<file path="config.mk">
export PLATFORM = sky130hd
export DESIGN_NAME = ramp_pulse_gen
export DESIGN_NICKNAME = d
export VERILOG_FILES = /design/src/rtl/rpg_pkg.sv /design/src/rtl/rpg_tick.sv /design/src/rtl/rpg_ramp.sv /design/src/rtl/rpg_nco.sv /design/src/rtl/rpg_pinmap.sv /design/src/rtl/ramp_pulse_gen.sv
export SDC_FILE = /design/constraint.sdc
export NUM_CORES = 2
export LEC_CHECK = 0
export BUFFER_PORTS_ARGS = -buffer_cell sky130_fd_sc_hd__buf_2
export CAP_MARGIN = 5
export CORE_UTILIZATION = 35
export CTS_CLUSTER_SIZE = 10
export DETAILED_ROUTE_END_ITERATION = 7
export PLACE_DENSITY_LB_ADDON = 0.05
export SETUP_SLACK_MARGIN = 0.02
export SYNTH_ARGS = -nofsm -noshare
export SYNTH_HDL_FRONTEND = slang
export SYNTH_SLANG_ARGS = --single-unit
</file>
<file path="constraint.sdc">
create_clock -name clk -period 17.3 [get_ports clk]
set_input_delay 4.325 -clock clk [delete_from_list [all_inputs] [get_ports clk]]
set_output_delay 4.325 -clock clk [all_outputs]
set_load 0.01 [all_outputs]
</file>
<file path="src/rtl/rpg_pkg.sv">
`timescale 1ns/1ps
package rpg_pkg;

    typedef enum logic [1:0] {
        ST_IDLE   = 2'd0,
        ST_ACCEL  = 2'd1,
        ST_CRUISE = 2'd2,
        ST_DECEL  = 2'd3
    } ramp_state_e;

    localparam logic [1:0] REG_CTRL   = 2'd0;
    localparam logic [1:0] REG_TGT_LO = 2'd1;
    localparam logic [1:0] REG_TGT_HI = 2'd2;
    localparam logic [1:0] REG_RATE   = 2'd3;

endpackage

</file>
<file path="src/rtl/rpg_tick.sv">
`timescale 1ns/1ps
module rpg_tick #(
    parameter int TICK_CYCLES = 800_000
) (
    input  logic clk,
    input  logic rst_n,
    output logic tick
);
    localparam int CNT_W = $clog2(TICK_CYCLES);
    localparam logic [CNT_W-1:0] LAST = CNT_W'(TICK_CYCLES - 1);

    logic [CNT_W-1:0] cnt_q;

    always_ff @(posedge clk or negedge rst_n) begin
        if (!rst_n) begin
            cnt_q <= '0;
            tick  <= 1'b0;
        end else begin
            tick  <= (cnt_q == LAST);
            cnt_q <= (cnt_q == LAST) ? '0 : cnt_q + CNT_W'(1);
        end
    end
endmodule

</file>
<file path="src/rtl/rpg_ramp.sv">
`timescale 1ns/1ps
module rpg_ramp
    import rpg_pkg::*;
#(
    parameter int FREQ_W = 32,
    parameter int RATE_W = 16
) (
    input  logic              clk,
    input  logic              rst_n,
    input  logic              tick,
    input  logic              load,
    input  logic [FREQ_W-1:0] load_tgt,
    input  logic [RATE_W-1:0] load_rate,
    output logic [FREQ_W-1:0] cur_freq,
    output logic [FREQ_W-1:0] tgt_freq,
    output logic [RATE_W-1:0] rate,
    output logic              busy
);
    localparam int PAD_W = FREQ_W - RATE_W;

    ramp_state_e       st_q, st_d;
    logic [FREQ_W-1:0] cur_q, cur_d, tgt_q, tgt_d;
    logic [RATE_W-1:0] rate_q, rate_d;
    logic [FREQ_W-1:0] step, gap_up, gap_dn;

    function automatic ramp_state_e pick_state(input logic [FREQ_W-1:0] cur,
                                               input logic [FREQ_W-1:0] tgt);
        if (tgt > cur)       return ST_ACCEL;
        else if (tgt < cur)  return ST_DECEL;
        else if (tgt == '0)  return ST_IDLE;
        else                 return ST_CRUISE;
    endfunction

    assign step   = {{PAD_W{1'b0}}, rate_q};
    assign gap_up = tgt_q - cur_q;
    assign gap_dn = cur_q - tgt_q;

    // state register
    always_ff @(posedge clk or negedge rst_n) begin
        if (!rst_n) begin
            st_q   <= ST_IDLE;
            cur_q  <= '0;
            tgt_q  <= '0;
            rate_q <= '0;
        end else begin
            st_q   <= st_d;
            cur_q  <= cur_d;
            tgt_q  <= tgt_d;
            rate_q <= rate_d;
        end
    end

    // next state and next frequency
    always_comb begin
        st_d   = st_q;
        cur_d  = cur_q;
        tgt_d  = tgt_q;
        rate_d = rate_q;
        if (load) begin
            tgt_d  = load_tgt;
            rate_d = load_rate;
            st_d   = pick_state(cur_q, load_tgt);
        end else if (tick) begin
            unique case (st_q)
                ST_IDLE, ST_CRUISE: begin
                    st_d = st_q;
                end
                ST_ACCEL: begin
                    if (gap_up <= step) begin
                        cur_d = tgt_q;
                        st_d  = ST_CRUISE;
                    end else begin
                        cur_d = cur_q + step;
                    end
                end
                ST_DECEL: begin
                    if (gap_dn <= step) begin
                        cur_d = tgt_q;
                        st_d  = (tgt_q == '0) ? ST_IDLE : ST_CRUISE;
                    end else begin
                        cur_d = cur_q - step;
                    end
                end
            endcase
        end
    end

    // outputs
    always_comb begin
        cur_freq = cur_q;
        tgt_freq = tgt_q;
        rate     = rate_q;
        busy     = (cur_q != tgt_q) || (cur_q != '0);
    end
endmodule

</file>
<file path="src/rtl/rpg_nco.sv">
`timescale 1ns/1ps
module rpg_nco #(
    parameter int CLK_HZ  = 200_000_000,
    parameter int FREQ_W  = 32,
    parameter int PHASE_W = 32,
    parameter int FRAC_W  = 16
) (
    input  logic              clk,
    input  logic              rst_n,
    input  logic [FREQ_W-1:0] freq,
    output logic              wave
);
    localparam logic [63:0] INC_K =
        ((64'd1 << (PHASE_W + FRAC_W)) + 64'(CLK_HZ / 2)) / 64'(CLK_HZ);

    logic [PHASE_W-1:0] inc, phase_q;

    assign inc = PHASE_W'((64'(freq) * INC_K) >> FRAC_W);

    always_ff @(posedge clk or negedge rst_n) begin
        if (!rst_n)             phase_q <= '0;
        else if (freq == '0)    phase_q <= '0;
        else                    phase_q <= phase_q + inc;
    end

    assign wave = phase_q[PHASE_W-1];
endmodule

</file>
<file path="src/rtl/rpg_pinmap.sv">
`timescale 1ns/1ps
module rpg_pinmap (
    input  logic clk,
    input  logic rst_n,
    input  logic wave,
    input  logic dir_ccw,
    input  logic pulse_dir,
    output logic pin_a,
    output logic pin_b
);
    logic a_d, b_d;

    always_comb begin
        if (pulse_dir) begin
            a_d = wave;
            b_d = dir_ccw;
        end else begin
            a_d = wave & ~dir_ccw;
            b_d = wave &  dir_ccw;
        end
    end

    always_ff @(posedge clk or negedge rst_n) begin
        if (!rst_n) begin
            pin_a <= 1'b0;
            pin_b <= 1'b0;
        end else begin
            pin_a <= a_d;
            pin_b <= b_d;
        end
    end
endmodule

</file>
<file path="src/rtl/ramp_pulse_gen.sv">
`timescale 1ns/1ps
module ramp_pulse_gen
    import rpg_pkg::*;
#(
    parameter int CLK_HZ      = 200_000_000,
    parameter int TICK_CYCLES = 800_000,
    parameter int WORD_W      = 16,
    parameter int F_MAX       = 1_000_000
) (
    input  logic                clk,
    input  logic                rst_n,
    input  logic                wr_en,
    input  logic [1:0]          wr_addr,
    input  logic [WORD_W-1:0]   wr_data,
    input  logic                start,
    output logic                pin_a,
    output logic                pin_b,
    output logic [2*WORD_W-1:0] cur_freq,
    output logic                busy,
    output logic                cfg_err
);
    localparam int FREQ_W = 2 * WORD_W;

    logic [WORD_W-1:0] ctrl_q, tlo_q, thi_q, rate_q;
    logic [FREQ_W-1:0] tgt_stage, act_tgt;
    logic [WORD_W-1:0] act_rate;
    logic              dir_q, meth_q, err_q;
    logic              tick_w, wave_w, cfg_ok, load;

    // staging registers
    always_ff @(posedge clk or negedge rst_n) begin
        if (!rst_n) begin
            ctrl_q <= '0;
            tlo_q  <= '0;
            thi_q  <= '0;
            rate_q <= '0;
        end else if (wr_en) begin
            unique case (wr_addr)
                REG_CTRL:   ctrl_q <= wr_data;
                REG_TGT_LO: tlo_q  <= wr_data;
                REG_TGT_HI: thi_q  <= wr_data;
                REG_RATE:   rate_q <= wr_data;
            endcase
        end
    end

    assign tgt_stage = {thi_q, tlo_q};

    always_comb begin
        cfg_ok = (ctrl_q[3:0]   == 4'd0)
              && (ctrl_q[7:4]   <= 4'd1)
              && (ctrl_q[11:8]  <= 4'd1)
              && (ctrl_q[15:12] == 4'd0)
              && (tgt_stage <= FREQ_W'(F_MAX))
              && (rate_q != '0);
    end

    assign load = start & cfg_ok;

    // active settings and error flag
    always_ff @(posedge clk or negedge rst_n) begin
        if (!rst_n) begin
            dir_q  <= 1'b0;
            meth_q <= 1'b0;
            err_q  <= 1'b0;
        end else if (start) begin
            if (cfg_ok) begin
                dir_q  <= ctrl_q[4];
                meth_q <= ctrl_q[8];
                err_q  <= 1'b0;
            end else begin
                err_q  <= 1'b1;
            end
        end
    end

    rpg_tick #(.TICK_CYCLES(TICK_CYCLES)) u_tick (
        .clk  (clk),
        .rst_n(rst_n),
        .tick (tick_w)
    );

    rpg_ramp #(.FREQ_W(FREQ_W), .RATE_W(WORD_W)) u_ramp (
        .clk      (clk),
        .rst_n    (rst_n),
        .tick     (tick_w),
        .load     (load),
        .load_tgt (tgt_stage),
        .load_rate(rate_q),
        .cur_freq (cur_freq),
        .tgt_freq (act_tgt),
        .rate     (act_rate),
        .busy     (busy)
    );

    rpg_nco #(.CLK_HZ(CLK_HZ), .FREQ_W(FREQ_W)) u_nco (
        .clk  (clk),
        .rst_n(rst_n),
        .freq (cur_freq),
        .wave (wave_w)
    );

    rpg_pinmap u_pins (
        .clk      (clk),
        .rst_n    (rst_n),
        .wave     (wave_w),
        .dir_ccw  (dir_q),
        .pulse_dir(meth_q),
        .pin_a    (pin_a),
        .pin_b    (pin_b)
    );

    assign cfg_err = err_q;
endmodule

</file>
==> results.sh <==
export IMPL_grt_use_total=0.244
export IMPL_synthArstFlopShare=1.00
export IMPL_port_buffers=57
export IMPL_crit_arrival_ps=9980
export IMPL_fin_crit_ps=9540
export IMPL_tns_ps=0
export IMPL_cts_tree="done"
export IMPL_hold_buffers=0
export IMPL_syn_to_final_growth_pct=8.13
export IMPL_min_to="u_pins.pin_b"
export IMPL_ir_drop_v=0.0000873
export IMPL_start_util=0.355
export IMPL_wirelength_um=100000
export IMPL_cap_violations=0
export IMPL_grt_remaining_overflow=0
export IMPL_rr_worst_depth=31
export IMPL_setup_viol=0
export IMPL_power_leakage_nw=14.8
export IMPL_post_route_period_util=0.551
export IMPL_avgSynthCellArea_um2=9.44
export IMPL_place_hpwl_um=82200
export IMPL_synth_ff_latch_count=204
export IMPL_hold_viol=0
export IMPL_cp_common_cell="fa_1"
export IMPL_rsz0062_at_grt="false"
export IMPL_synth_warnings=0
export IMPL_power_density_nw_per_um2=50.1
export IMPL_row_count=104
export IMPL_worst_pin_slew_ps=1180
export IMPL_synth_nets=3822
export IMPL_drc=4
export IMPL_crit_path_end_kind="flip-flop"
export IMPL_layout_drive_gt1_share=0.0825
export IMPL_grt_pass1_vias=22862
export IMPL_fin_skew_ps=28.3
export IMPL_violations="DRC"
export IMPL_synth_edff_count=0
export IMPL_synth_top_cells_by_area="ha_1 21%, fa_1 20%, dfrtp_1 18%, inv_1 6.1%, mux2_2 2.7%"
export IMPL_synth_top_area_cell="ha_1"
export IMPL_max_freq_ghz=0.105
export IMPL_synth_seq_area_share=0.178
export IMPL_vias_per_cell=5.42
export IMPL_min_from="meth_q"
export IMPL_clk_pin_slew_worst_paths_ps=60
export IMPL_syn_instance_count=3042
export IMPL_slowest_stage="dfrtp_1"
export IMPL_rrSetupSlack_ps=7760
export IMPL_grt_pass1_wl_um=151000
export IMPL_ys_types=99
export IMPL_antenna_found_initial=4
export IMPL_clk_latency_ps=600
export IMPL_grt_max_degree=91
export IMPL_ys_flop_type="dfrtp_1"
export IMPL_crit_path_max_fanout=14
export IMPL_io_pins=58
export IMPL_min_path_cells=1
export IMPL_drt_iter0_drc=1586
export IMPL_fp_dieH_um=288
export IMPL_die_x_um=288
export IMPL_firstDrtPassIters=7
export IMPL_num_fill_cells=8215
export IMPL_vias=22534
export IMPL_cts_path_max_buffers=3
export IMPL_fin_nets=3856
export IMPL_p_total_mw=1.55
export IMPL_crit_type="flip-flop to flip-flop"
export IMPL_post_cts_repair_setup_buffers=0
export IMPL_post_drt_wl_per_cell_um=24.1
export IMPL_final_max_slew_viol_count=0
export IMPL_status="finished with violations"
export IMPL_cts_root_buf="clkbuf_16"
export IMPL_cpPeakStageDelay_ps=900
export IMPL_cp_required_ps=17750
export IMPL_synth_area_um2=28700
export IMPL_final_antenna_net_count=0
export IMPL_netlist_area_leader_share=0.207
export IMPL_numCtsBuffers=28
export IMPL_cts_resized=0
export IMPL_routabilityCongestion=0.926
export IMPL_worst_r2r_startpoint="u_ramp.cur_freq[6]"
export IMPL_hold_path_class="flip-flop to flip-flop"
export IMPL_clock_sinks=204
export IMPL_relSlewSlack=0.210
export IMPL_dieArea_um2=83200
export IMPL_core_um2=80800
export IMPL_worstSetupStartpointType="flip-flop"
export IMPL_cts_htree_levels=1
export IMPL_r2r_end="u_nco.phase_q[30]"
[sequential cells by signal (all words and copies together), names as in the netlist, 2 cells and up]
name and cells:
ctrl_q 16, rate_q 16, thi_q 16, tlo_q 16, u_nco.phase_q 32, u_ramp.cur_freq 32, u_ramp.rate 16, u_ramp.st_q 2
u_ramp.tgt_freq 32, u_tick.cnt_q 20
[worst max-delay path: cells and delay by family, from the launching register on]
kind            cells  cell delay [ps]
simple gates        7             1050
xor+xnor            1              150
fa+ha+maj           9             4100
flops               1              900
compound gates     10             2670
buf+inv             4              500
[how the worst max path moves through the flow]
stage | cells after the start | slack (ps) | from | endpoint
finish | 31 | 7760 | u_ramp.cur_freq[6] | u_nco.phase_q[30]
floorplan | 33 | 9100 | u_ramp.cur_freq[5] | u_nco.phase_q[30]
global placement | 31 | 7900 | u_ramp.cur_freq[5] | u_nco.phase_q[30]
detailed placement | 36 | 7850 | u_ramp.cur_freq[1] | u_nco.phase_q[30]
global route | 36 | 7060 | u_ramp.cur_freq[1] | u_nco.phase_q[30]
CTS | 31 | 7760 | u_ramp.cur_freq[6] | u_nco.phase_q[30]
[through the flow]
stage,instances,cell area (µm²),utilization,hold slack (ps),setup WS (ps)
floorplan,3042,28700,-,445,9100
global placement,4106,30200,0.373,461,7900
detailed placement,4106,30200,0.373,464,7850
CTS,4152,31000,0.384,475,7760
global route,4152,31000,0.384,504,7060
finish,4155,31100,0.384,478,7760
[cell usage in the layout (no fill, tap or decap), types with 27 or more instances in the layout]
cell type  synthesis  final
mux2_2            69     69
buf_4              8     27
xor2_1            50     50
xnor2_1           83     83
nor3_1            55     55
o21ai_0          120    120
buf_2             14     56
nand3_1           55     54
nor4_1            34     33
dfrtp_1          204    204
a21o_1            80     80
o21a_1            30     30
a21oi_1          150    150
ha_1             475    475
nand4_1           48     48
clkbuf_16          0     28
a211oi_1          28     28
nand2_1          170    170
nor2_1           188    186
inv_1            467    467
fa_1             283    283
[layer usage]
| layer | vias up | GRT usage | wire, µm |
|---|---|---|---|
| li1 | 10553 | - | - |
| met1 | 11385 | 0.363 | 49000 |
| met2 | 523 | 0.384 | 45400 |
| met3 | 73 | 0.0268 | 4480 |
| met4 | 0 | 0.0403 | 1460 |
| met5 | - | 0 | 0 |
[power by group]
group | internal [mW] | total [mW] | switching (mW) | leakage, nW
registers | 0.517 | 0.572 | 0.0551 | 2.30
clock network | 0.327 | 0.573 | 0.246 | 0.423
logic | 0.153 | 0.410 | 0.256 | 12.1
total | 0.998 | 1.55 | 0.557 | 14.8
[layout make-up]
| class | instances | area (µm²) | area share |
|---|---|---|---|
| clock buffers | 39 | 782 | 0.0252 |
| flip-flops and latches | 204 | 5100 | 0.164 |
| diodes | 3 | 7.51 | 0.000242 |
| well taps | 1060 | 1330 | 0.0427 |
| multi-input cells | 2291 | 21500 | 0.692 |
| repair buffers | 84 | 498 | 0.0160 |
| inverters | 467 | 1750 | 0.0564 |
| clock inverters | 7 | 87.6 | 0.00282 |
[synth_stat cells (47+ instances only)]
master      n
nand4_1    48
xnor2_1    83
clkbuf_1   47
mux2_2     69
nand3_1    55
a21o_1     80
fa_1      283
o21ai_0   120
inv_1     467
nand2_1   170
dfrtp_1   204
xor2_1     50
a21oi_1   150
ha_1      475
nor2_1    188
nor3_1     55
[cell families (layout without fill, tap and decap cells)]
kind of cell | count (synthesis) | count (layout) | share of synthesized area
muxes | 79 | 79 | 0.0307
and+or+nand+nor | 690 | 690 | 0.119
DFF | 204 | 204 | 0.178
other | 0 | 3 | 0
adders and majority gates | 758 | 758 | 0.404
buffers and inverters | 547 | 597 | 0.0750
AOI/OAI and AO/OA | 631 | 631 | 0.153
xor gates and xnor gates | 133 | 133 | 0.0406
Power figures use the tool's default switching activity.
